`src/rtl/flash_seq_pkg.sv`:
```
package flash_seq_pkg;

  typedef enum logic [1:0] {
    OP_PROG = 2'd0,
    OP_SECT = 2'd1,
    OP_CHIP = 2'd2,
    OP_NONE = 2'd3
  } op_e;

  typedef enum logic [2:0] {
    S_IDLE,
    S_W_AVD,
    S_W_WEL,
    S_W_WEH,
    S_R_AVD,
    S_R_OEL,
    S_R_OEH,
    S_FIN
  } state_e;

  function automatic int ns2cyc(input int ns, input int per);
    int c;
    c = (ns + per - 1) / per;
    return (c < 1) ? 1 : c;
  endfunction

  function automatic int imax(input int a, input int b);
    return (a > b) ? a : b;
  endfunction

endpackage

```
`src/rtl/flash_seq_cmd.sv`:
```
module flash_seq_cmd
  import flash_seq_pkg::*;
#(
  parameter int AW = 21,
  parameter int DW = 16
) (
  input  op_e           op_i,
  input  logic [2:0]    idx_i,
  input  logic [AW-1:0] addr_i,
  input  logic [DW-1:0] data_i,
  output logic [AW-1:0] cyc_addr_o,
  output logic [DW-1:0] cyc_data_o,
  output logic          last_o
);

  localparam logic [AW-1:0] A_HI = AW'('h555);
  localparam logic [AW-1:0] A_LO = AW'('h2AA);

  always_comb begin
    last_o = (op_i == OP_PROG) ? (idx_i == 3'd3) : (idx_i == 3'd5);
    unique case (idx_i)
      3'd0: begin cyc_addr_o = A_HI; cyc_data_o = DW'('hAA); end
      3'd1: begin cyc_addr_o = A_LO; cyc_data_o = DW'('h55); end
      3'd2: begin
        cyc_addr_o = A_HI;
        cyc_data_o = (op_i == OP_PROG) ? DW'('hA0) : DW'('h80);
      end
      3'd3: begin
        cyc_addr_o = (op_i == OP_PROG) ? addr_i : A_HI;
        cyc_data_o = (op_i == OP_PROG) ? data_i : DW'('hAA);
      end
      3'd4: begin cyc_addr_o = A_LO; cyc_data_o = DW'('h55); end
      default: begin
        cyc_addr_o = (op_i == OP_CHIP) ? A_HI : addr_i;
        cyc_data_o = (op_i == OP_CHIP) ? DW'('h10) : DW'('h30);
      end
    endcase
  end

endmodule

```
`src/rtl/flash_seq_phase_cnt.sv`:
```
module flash_seq_phase_cnt #(
  parameter int W = 4
) (
  input  logic         clk_i,
  input  logic         rst_ni,
  input  logic         load_i,
  input  logic [W-1:0] load_val_i,
  output logic         zero_o
);

  logic [W-1:0] cnt_q;

  always_ff @(posedge clk_i or negedge rst_ni) begin
    if (!rst_ni)            cnt_q <= '0;
    else if (load_i)        cnt_q <= load_val_i;
    else if (cnt_q != '0)   cnt_q <= cnt_q - 1'b1;
  end

  assign zero_o = (cnt_q == '0);

endmodule

```
`src/rtl/flash_seq_tmo.sv`:
```
module flash_seq_tmo #(
  parameter int PROG_LIM  = 50000,
  parameter int TICK_CLK  = 100,
  parameter int ERASE_LIM = 200000000
) (
  input  logic clk_i,
  input  logic rst_ni,
  input  logic clear_i,
  input  logic erase_i,
  output logic expired_o
);

  localparam int LMAX = (PROG_LIM > ERASE_LIM) ? PROG_LIM : ERASE_LIM;
  localparam int EW   = $clog2(LMAX + 1);

  logic          tick;
  logic [EW-1:0] elapsed_q;
  logic [EW-1:0] lim;

  generate
    if (TICK_CLK > 1) begin : g_pre
      localparam int PW = $clog2(TICK_CLK);
      logic [PW-1:0] pre_q;
      assign tick = (pre_q == PW'(TICK_CLK - 1));
      always_ff @(posedge clk_i or negedge rst_ni) begin
        if (!rst_ni)       pre_q <= '0;
        else if (clear_i)  pre_q <= '0;
        else if (erase_i)  pre_q <= tick ? '0 : pre_q + 1'b1;
      end
    end else begin : g_nopre
      assign tick = 1'b1;
    end
  endgenerate

  assign lim = erase_i ? EW'(ERASE_LIM) : EW'(PROG_LIM);

  always_ff @(posedge clk_i or negedge rst_ni) begin
    if (!rst_ni)                                   elapsed_q <= '0;
    else if (clear_i)                              elapsed_q <= '0;
    else if ((erase_i ? tick : 1'b1) && elapsed_q < lim) elapsed_q <= elapsed_q + 1'b1;
  end

  assign expired_o = (elapsed_q >= lim);

endmodule

```
`src/rtl/flash_seq.sv`:
```
module flash_seq
  import flash_seq_pkg::*;
#(
  parameter int AW            = 21,
  parameter int DW            = 16,
  parameter int CLK_PERIOD_NS = 10,
  parameter int AVD_NS        = 10,
  parameter int WP_NS         = 50,
  parameter int DS_NS         = 45,
  parameter int WPH_NS        = 30,
  parameter int OE_NS         = 40,
  parameter int OEH_NS        = 20,
  parameter int PROG_TMO_US   = 500,
  parameter int ERASE_TMO_US  = 200000000,
  parameter logic [DW-1:0] TOGGLE_MASK = DW'('h44)
) (
  input  logic          clk_i,
  input  logic          rst_ni,
  input  logic          req_valid_i,
  input  logic [1:0]    req_op_i,
  input  logic [AW-1:0] req_addr_i,
  input  logic [DW-1:0] req_data_i,
  output logic          busy_o,
  output logic          done_o,
  output logic          timeout_o,
  output logic          fl_ce_no,
  output logic          fl_we_no,
  output logic          fl_oe_no,
  output logic          fl_avd_no,
  output logic [AW-1:0] fl_addr_o,
  output logic [DW-1:0] fl_dq_o,
  output logic          fl_dq_oe_o,
  input  logic [DW-1:0] fl_dq_i
);

  localparam int AVD_CYC = ns2cyc(AVD_NS, CLK_PERIOD_NS);
  localparam int WP_CYC  = imax(ns2cyc(WP_NS, CLK_PERIOD_NS), ns2cyc(DS_NS, CLK_PERIOD_NS));
  localparam int WPH_CYC = ns2cyc(WPH_NS, CLK_PERIOD_NS);
  localparam int OE_CYC  = ns2cyc(OE_NS, CLK_PERIOD_NS);
  localparam int OEH_CYC = ns2cyc(OEH_NS, CLK_PERIOD_NS);
  localparam int MAXC    = imax(imax(AVD_CYC, WP_CYC), imax(WPH_CYC, imax(OE_CYC, OEH_CYC)));
  localparam int CW      = $clog2(MAXC) + 1;
  localparam int TICK    = ns2cyc(1000, CLK_PERIOD_NS);
  localparam int PLIM    = ns2cyc(PROG_TMO_US * 1000, CLK_PERIOD_NS);

  state_e        state_q, state_d;
  op_e           op_q;
  logic [AW-1:0] addr_q;
  logic [DW-1:0] data_q, samp_q;
  logic [2:0]    idx_q;
  logic          have_q, tmo_q;
  logic          load, zero, last, expired, settled, sample, poll_clear, req_ok, reading;
  logic [CW-1:0] load_val;
  logic [AW-1:0] cyc_addr;
  logic [DW-1:0] cyc_data;
  logic          ce_q, we_q, oe_q, avd_q, dqoe_q;

  flash_seq_phase_cnt #(.W(CW)) u_cnt (
    .clk_i, .rst_ni, .load_i(load), .load_val_i(load_val), .zero_o(zero)
  );

  flash_seq_cmd #(.AW(AW), .DW(DW)) u_cmd (
    .op_i(op_q), .idx_i(idx_q), .addr_i(addr_q), .data_i(data_q),
    .cyc_addr_o(cyc_addr), .cyc_data_o(cyc_data), .last_o(last)
  );

  flash_seq_tmo #(.PROG_LIM(PLIM), .TICK_CLK(TICK), .ERASE_LIM(ERASE_TMO_US)) u_tmo (
    .clk_i, .rst_ni, .clear_i(poll_clear), .erase_i(op_q != OP_PROG), .expired_o(expired)
  );

  assign req_ok     = req_valid_i && (op_e'(req_op_i) != OP_NONE);
  assign settled    = have_q && (((fl_dq_i ^ samp_q) & TOGGLE_MASK) == '0);
  assign sample     = (state_q == S_R_OEL) && zero;
  assign poll_clear = (state_q == S_W_WEH) && zero && last;

  always_comb begin
    state_d  = state_q;
    load     = 1'b0;
    load_val = '0;
    unique case (state_q)
      S_IDLE:  if (req_ok) begin state_d = S_W_AVD; load = 1'b1; load_val = CW'(AVD_CYC - 1); end
      S_W_AVD: if (zero)   begin state_d = S_W_WEL; load = 1'b1; load_val = CW'(WP_CYC - 1); end
      S_W_WEL: if (zero)   begin state_d = S_W_WEH; load = 1'b1; load_val = CW'(WPH_CYC - 1); end
      S_W_WEH: if (zero) begin
        state_d  = last ? S_R_AVD : S_W_AVD;
        load     = 1'b1;
        load_val = CW'(AVD_CYC - 1);
      end
      S_R_AVD: if (zero)   begin state_d = S_R_OEL; load = 1'b1; load_val = CW'(OE_CYC - 1); end
      S_R_OEL: if (zero) begin
        if (settled || expired) state_d = S_FIN;
        else begin state_d = S_R_OEH; load = 1'b1; load_val = CW'(OEH_CYC - 1); end
      end
      S_R_OEH: if (zero)   begin state_d = S_R_AVD; load = 1'b1; load_val = CW'(AVD_CYC - 1); end
      default: state_d = S_IDLE;
    endcase
  end

  always_ff @(posedge clk_i or negedge rst_ni) begin
    if (!rst_ni) begin
      state_q <= S_IDLE;
      op_q    <= OP_PROG;
      addr_q  <= '0;
      data_q  <= '0;
      idx_q   <= '0;
      samp_q  <= '0;
      have_q  <= 1'b0;
      tmo_q   <= 1'b0;
      ce_q    <= 1'b1;
      we_q    <= 1'b1;
      oe_q    <= 1'b1;
      avd_q   <= 1'b1;
      dqoe_q  <= 1'b0;
    end else begin
      state_q <= state_d;
      if (state_q == S_IDLE && req_ok) begin
        op_q   <= op_e'(req_op_i);
        addr_q <= req_addr_i;
        data_q <= req_data_i;
        idx_q  <= '0;
        tmo_q  <= 1'b0;
      end
      if (state_q == S_W_WEH && zero && !last) idx_q <= idx_q + 3'd1;
      if (poll_clear) have_q <= 1'b0;
      if (sample) begin
        samp_q <= fl_dq_i;
        have_q <= 1'b1;
        if (!settled && expired) tmo_q <= 1'b1;
      end
      // strobes registered from next state: glitch-free at the pins
      ce_q   <= (state_d == S_IDLE) || (state_d == S_FIN);
      we_q   <= (state_d != S_W_WEL);
      oe_q   <= (state_d != S_R_OEL);
      avd_q  <= !((state_d == S_W_AVD) || (state_d == S_R_AVD));
      dqoe_q <= (state_d == S_W_AVD) || (state_d == S_W_WEL) || (state_d == S_W_WEH);
    end
  end

  assign reading    = (state_q == S_R_AVD) || (state_q == S_R_OEL) || (state_q == S_R_OEH);
  assign fl_addr_o  = reading ? addr_q : cyc_addr;
  assign fl_dq_o    = cyc_data;
  assign fl_dq_oe_o = dqoe_q;
  assign fl_ce_no   = ce_q;
  assign fl_we_no   = we_q;
  assign fl_oe_no   = oe_q;
  assign fl_avd_no  = avd_q;
  assign busy_o     = (state_q != S_IDLE) && (state_q != S_FIN);
  assign done_o     = (state_q == S_FIN);
  assign timeout_o  = (state_q == S_FIN) && tmo_q;

  assert_we_oe_excl_R8: assert property (@(posedge clk_i) disable iff (!rst_ni)
    !(!fl_we_no && !fl_oe_no));
  assert_dq_release_R8: assert property (@(posedge clk_i) disable iff (!rst_ni)
    !fl_oe_no |-> !fl_dq_oe_o);
  assert_ce_idle_R7: assert property (@(posedge clk_i) disable iff (!rst_ni)
    busy_o |-> !fl_ce_no);
  assert_done_pulse_R9: assert property (@(posedge clk_i) disable iff (!rst_ni)
    done_o |=> !done_o);
  assert_avd_before_we_R6: assert property (@(posedge clk_i) disable iff (!rst_ni)
    ($fell(fl_we_no) || $fell(fl_oe_no)) |-> fl_avd_no);
  assert_req_hold_R12: assert property (@(posedge clk_i) disable iff (!rst_ni)
    busy_o |=> ($stable(op_q) && $stable(addr_q) && $stable(data_q)));

endmodule

```
`config.mk`:
```
export PLATFORM = sky130hd
export DESIGN_NAME = flash_seq
export DESIGN_NICKNAME = d
export VERILOG_FILES = /design/src/rtl/flash_seq_pkg.sv /design/src/rtl/flash_seq_cmd.sv /design/src/rtl/flash_seq_phase_cnt.sv /design/src/rtl/flash_seq_tmo.sv /design/src/rtl/flash_seq.sv
export SDC_FILE = /design/constraint.sdc
export NUM_CORES = 1
export LEC_CHECK = 0
export BUFFER_PORTS_ARGS = -buffer_cell sky130_fd_sc_hd__buf_4
export CORE_MARGIN = 2
export CORE_UTILIZATION = 55
export CTS_BUF_LIST = sky130_fd_sc_hd__clkbuf_2 sky130_fd_sc_hd__clkbuf_4 sky130_fd_sc_hd__clkbuf_8
export CTS_CLUSTER_SIZE = 25
export DETAILED_ROUTE_END_ITERATION = 10
export PLACE_DENSITY = 0.82
export SLEW_MARGIN = 25
export SYNTH_ARGS = -nofsm -noshare
export SYNTH_HDL_FRONTEND = slang
export SYNTH_HIERARCHICAL = 1
export SYNTH_SLANG_ARGS = --single-unit
```
`constraint.sdc`:
```
create_clock -name clk_i -period 3.9 [get_ports clk_i]
set_input_delay 0.975 -clock clk_i [delete_from_list [all_inputs] [get_ports clk_i]]
set_output_delay 0.975 -clock clk_i [all_outputs]
set_load 0.005 [all_outputs]
```
==> results.ini, run 1 <==
[outcome]
outcome=finished clean

[power]
power_density_nw_per_um2=594
peakVddDrop_mv=0.485
power.total_uw=3870
p_leak_uw=0.00288

[global_route]
grt_pass1_wl_um=21000
antenna_found_initial=0
grt_pass1_vias=4462
grt_max_degree=66
grt_remaining_overflow=0
grt_usage=0.233

[drt]
drt_iter0_markers=222
drc=0
drt-pass1-iter-count=4
avgViaCountPerCell=5.77
routedWlPerCell_um=15.8
vias=4401
routed_wl_um=12000
ant_nets=0

[logic_synthesis]
ys.flop_type=dfrtp_1
yosys_warnings=6
ys_ff_latch=93
syn_avg_cell_area_um2=10.2
ys_async_sr_fraction=1.00
synth_cells=548
synth_edf_count=0
syn-num-nets=623
synth_seq_area_share=0.418
synth_area_um2=5590
ys_types=73

[sta]
relSlewSlack=0.424
hold_viol_final=0
clock.fmax_mhz=279
finalSetupViolations=0
worst_pin_slew_ns=0.860
fin_ws_ns=0.318
period_share=0.919
slew_violations=0
rsz0062_at_grt=false
min_period_ns=3.58
setup-tns-final_ns=0
finClkSkew_ns=0.0118

[cts]
htreeDepth=3
cts_tree=done
clk_latency_ns=0.38
cts-root-buf=clkbuf_8
cts.sinks=93
numCtsBuffers=9
clk_pin_slew_ns=0.09
cts_buffer_depth=2
postCtsSetupBuffers=0

[die]
die_w_um=105
num_rows=36
dieArea_um2=11000
die_h_um=105
start_util=0.569
io-pin-count=103
core_um2=9820

[place]
dp_hpwl_um=8620
numPortBuffers=88
place_ws_ns=0.276
gp_congestion=0.858
post_dp_cell_area_um2=6320

[critical_path]
r2r-end=fl_we_no
crit_path_start=op_q[0]
cp_cell_sequence=or2_2 > clkinvlp_4 > ha_1 > a211o_1 > a221oi_2 > nand2_1 > nand2_1 > a221oi_1 > a2111o_1 > or3b_1
endpoint_kind=flip-flop
crit_family=compound AO/OA/AOI/OAI gates
critPathBufInv=1
reg2reg_from=op_q[0]
cpMostUsedCell=nand2_1
worstSetupPathDepth=10
crit_arrival_ns=3.89
crit_fanout=12
crit_path_end=fl_we_no
r2r_slack_ns=0.32
slowest_delay_ns=0.49
crit_type=reg -> reg
ff2ff_path_depth=10
crit_required_ns=4.21
cp-start-kind=flip-flop
slowest_stage=a221oi_2

[worst_hold_path]
min_path_type=reg -> reg

[cells_and_area]
area_growth_pct=16.6
drive_gt1_frac=0.330
insertedDiodeCount=0
nets=701
design_area_um2=6510

[flow_run]
cap_violations=0

[power breakdown]
group	switching [µW]	internal [µW]
registers	286	1300
logic	802	869
clock network	344	266
[state kept, by name (all words and copies together), names as in the netlist]
register,flops
u_tmo/elapsed_q,28
addr_q,21
data_q,16
u_tmo/g_pre.pre_q,7
u_cnt/cnt_q,4
idx_q,3
state_q,3
op_q,2
samp_q,2
fl_avd_no,1
fl_ce_no,1
fl_dq_oe_o,1
fl_oe_no,1
fl_we_no,1
have_q,1
tmo_q,1
[cells in the mapped netlist (all sizes together) (2+ instances only)]
master | n | area share
o21bai | 2 | 0.0027
or3 | 17 | 0.019
nand2 | 31 | 0.021
xnor2 | 4 | 0.0063
and3 | 4 | 0.0045
a221oi | 2 | 0.0043
nor4 | 4 | 0.0045
a21boi | 7 | 0.0094
or4 | 5 | 0.0067
nor2b | 6 | 0.0067
dfrtp | 89 | 0.40
mux2i | 5 | 0.0090
buf | 12 | 0.016
nor2 | 35 | 0.024
a211o | 2 | 0.0031
a21oi | 39 | 0.036
nand4b | 4 | 0.0063
inv | 17 | 0.011
xor2 | 5 | 0.0078
ha | 17 | 0.038
and4 | 5 | 0.0078
and4b | 4 | 0.0072
o211ai | 2 | 0.0052
nand4 | 10 | 0.011
nor3b | 4 | 0.0074
and2 | 23 | 0.028
a221o | 2 | 0.0036
a21o | 10 | 0.014
dfstp | 4 | 0.019
o31ai | 5 | 0.0067
or2 | 4 | 0.0049
clkbuf | 15 | 0.010
nand2b | 5 | 0.0074
mux2 | 66 | 0.13
o21a | 10 | 0.014
o21ai | 30 | 0.027
nor3 | 11 | 0.013
nand3 | 11 | 0.0099
or4b | 2 | 0.0036
[routing by layer]
metal / GRT usage / share of wire
met5: 0 / 0
met4: 0.0705 / 0.014
met3: 0.0979 / 0.079
met2: 0.362 / 0.48
met1: 0.296 / 0.42
[worst min-delay path by stage]
stage,depth (start not counted),slack [ns],to,from
floorplan,1,0.47,data_q[15],data_q[15]
global placement,1,0.48,data_q[11],data_q[11]
detailed placement,1,0.49,data_q[14],data_q[14]
CTS,1,0.51,data_q[14],data_q[14]
global route,1,0.53,data_q[14],data_q[14]
finish,1,0.51,data_q[9],data_q[9]
[repair_timing]
action	in CTS	in global routing
hold buffers	0	0
setup endpoints to repair	0	3
resized for setup	0	1
[cell type report]
| class | instances | area, µm² |
|---|---|---|
| fillers | 791 | 3310 |
| multi-input cells | 411 | 3060 |
| flip-flops and latches | 93 | 2330 |
| repair buffers | 94 | 706 |
| well taps | 133 | 166 |
| clock buffers | 11 | 151 |
| inverters | 17 | 67.6 |
| clock inverters | 4 | 31.3 |
[layout by cell type (no fill, tap or decap), drive strengths merged, types with 3 or more instances in the layout]
| master | instances |
|---|---|
| o21ai | 30 |
| or2 | 4 |
| buf | 94 |
| and2 | 23 |
| dfrtp | 89 |
| nand4 | 10 |
| or4 | 5 |
| nor2 | 35 |
| xnor2 | 4 |
| clkbuf | 11 |
| dfstp | 4 |
| nor3 | 11 |
| nor4 | 4 |
| nor2b | 6 |
| a21boi | 7 |
| mux2i | 5 |
| and3 | 4 |
| a21oi | 39 |
| mux2 | 66 |
| o31ai | 5 |
| inv | 17 |
| ha | 17 |
| o21a | 10 |
| and4b | 4 |
| nand4b | 4 |
| nand3 | 11 |
| or3 | 17 |
| nand2b | 5 |
| clkinv | 3 |
| and4 | 5 |
| a21o | 10 |
| nand2 | 31 |
| xor2 | 5 |
| nor3b | 4 |
[kinds of logic (layout without fill, tap and decap cells)]
logic type               Yosys count  in the layout  share of synthesized area
AO/OA/AOI/OAI                    123            123                      0.150
XOR/XNOR                           9              9                     0.0141
adder cells (fa/ha/maj)           18             18                     0.0399
buffers and inverters             44            126                     0.0372
flip-flops                        93             93                      0.418
multiplexers                      71             71                      0.142
other                              1              1                   0.000671
AND/OR/NAND/NOR                  189            189                      0.198
[per-stage QoR]
stage | std cells | util | hold WS, ns
floorplan | 548 | - | 0.472
global placement | 748 | 0.644 | 0.481
detailed placement | 748 | 0.644 | 0.488
CTS | 763 | 0.663 | 0.509
global route | 763 | 0.663 | 0.530
finish | 763 | 0.663 | 0.505
Power figures use the tool's default switching activity.
==> run 2, diff against run 1 <==
--- a/config.mk
+++ b/config.mk
@@ -12,6 +12,7 @@
 export CTS_CLUSTER_SIZE = 25
 export DETAILED_ROUTE_END_ITERATION = 10
 export PLACE_DENSITY = 0.82
+export RECOVER_POWER = 50
 export SLEW_MARGIN = 25
 export SYNTH_ARGS = -nofsm -noshare
 export SYNTH_HDL_FRONTEND = slang
==> run 2 against run 1 <==
  * The run now ends with max-capacitance violations, max-slew violations left
  * Combinational power hardly changed
  * Clock power hardly changed
  * Design area is 0.42% lower
  * Critical path depth stayed put
  * Clock skew is 0.00052 ns lower
  * Sequential power hardly changed
==> results.ini, run 2 (same netlist as run 1, synthesis figures left out) <==
[cts]
clk_latency_ns=0.38
cts_buffer_depth=2
numCtsBuffers=9
htreeDepth=3
cts_tree=done
cts.sinks=93
hold_buffers=0
cts-root-buf=clkbuf_8
clk_pin_slew_ns=0.09

[critical_path]
crit_required_ns=4.21
crit_family=compound AO/OA/AOI/OAI gates
crit_arrival_ns=3.94
reg2reg_from=op_q[0]
r2r-end=fl_we_no
cp-start-kind=flip-flop
crit_type=reg -> reg
slowest_stage=a2111o_1
ff2ff_path_depth=10
r2r_slack_ns=0.27
cp_cell_sequence=or2_2 > clkinvlp_4 > ha_1 > a211o_1 > a221oi_2 > nand2_1 > nand2_1 > a221oi_1 > a2111o_1 > or3b_1
slowest_delay_ns=0.50
cpMostUsedCell=nand2_1
crit_fanout=12
critPathBufInv=1
endpoint_kind=flip-flop

[worst_hold_path]
min_path_type=reg -> reg
hold_path_end=data_q[9]
hold_depth=1
hp-start=data_q[9]

[die]
io-pin-count=103
start_util=0.569
num_rows=36
die_w_um=105
die_h_um=105
dieArea_um2=11000
core_um2=9820

[sta]
rsz0062_at_grt=false
clock.fmax_mhz=275
setup-tns-final_ns=0
slew_violations=66
relSlewSlack=-0.0779
finalSetupViolations=0
period_share=0.931
worst_pin_slew_ns=1.62
finClkSkew_ns=0.0113
hold_viol_final=0
min_period_ns=3.63

[drt]
avgViaCountPerCell=5.77
routed_wl_um=12000
drc=0
ant_nets=0
vias=4404
drt-pass1-iter-count=4
drt_iter0_markers=190
routedWlPerCell_um=15.8

[cells_and_area]
largest-register=u_tmo/elapsed_q
drive_gt1_frac=0.324
nets=701
mostFrequentLayoutCells=dfrtp_1, buf_4, mux2_2
final_common_cell=dfrtp_1
largest_reg_flops=28
area_growth_pct=16.1
top_regs=u_tmo/elapsed_q x28, addr_q x21, data_q x16
final_core_utilization=0.660
insertedDiodeCount=0

[global_route]
grtUsageMet2=0.362
antenna_found_initial=0
grt_usage=0.233
grt_pass1_wl_um=21000
grt_pass1_vias=4462
grt_util_met1=0.296
use_met3=0.0979
grt_max_degree=66
grt_remaining_overflow=0
busiest_layer=met2

[power]
internal_power_uw=2430
power_switching_uw=1420
power_density_nw_per_um2=594
p_clk_frac=0.158
p_leak_uw=0.00286
power.total_uw=3850
peakVddDrop_mv=0.485
pwr-share-comb=0.432
seq_power_share=0.410
sw_frac_of_total=0.370

[outcome]
outcome=finished with violations
violations=max-capacitance violations, max-slew violations

[place]
numPortBuffers=88
gp_congestion=0.858
dp_hpwl_um=8620

[flow_run]
cap_violations=1

[run 2: cell count changes in the layout (fill, tap and decap cells not counted), sizes merged]
cell | previous run | this run
buf | 94 | 84
clkbuf | 11 | 21
[run 2: worst max path at each step]
stage,slack (ns),depth (start not counted),from,to
after floorplan,0.58,14,op_q[1],fl_we_no
after global placement,0.38,13,op_q[0],fl_we_no
after detailed placement,0.28,10,op_q[0],fl_we_no
after CTS,0.25,10,op_q[0],fl_we_no
after global routing,0.04,8,op_q[0],u_tmo/elapsed_q[8]
final,0.27,10,op_q[0],fl_we_no
[run 2: timing repair]
action / in CTS / in global routing
endpoints found under the setup margin: 0 / 3
buffers inserted: 0 / 0
gates resized for setup: 0 / 1
[run 2: final cells by class]
cell class,instances,area (µm²)
Multi-Input combinational cell,411,3050
Sequential cell,93,2330
Inverter,17,67.6
Timing Repair Buffer,94,689
Clock inverter,4,31.3
Tap cell,133,166
Fill cell,799,3340
Clock buffer,11,151
[run 2: power groups by stage]
| stage | Combinational, µW | Clock [µW] | Sequential [µW] |
|---|---|---|---|
| floorplan | 1250 | 0 | 1500 |
| global placement | 1580 | 0 | 1580 |
| detailed placement | 1670 | 0 | 1610 |
| CTS | 1680 | 633 | 1590 |
| global route | 1860 | 673 | 1630 |
| finish | 1660 | 608 | 1580 |
[run 2: metrics by stage]
stage / instance area (µm²) / instances / setup slack [ns] / hold WS (ns)
after floorplan: 5590 / 548 / 0.577 / 0.472
after global placement: 6320 / 748 / 0.385 / 0.481
after detailed placement: 6320 / 748 / 0.276 / 0.488
after CTS: 6510 / 763 / 0.253 / 0.509
after global routing: 6480 / 763 / 0.0386 / 0.530
final: 6480 / 763 / 0.268 / 0.505
[run 2: per-layer routing]
| layer | wire length (µm) | part of all wire |
|---|---|---|
| met5 | 0 | 0 |
| met3 | 1010 | 0.084 |
| met1 | 5040 | 0.42 |
| met4 | 187 | 0.016 |
| met2 | 5800 | 0.48 |
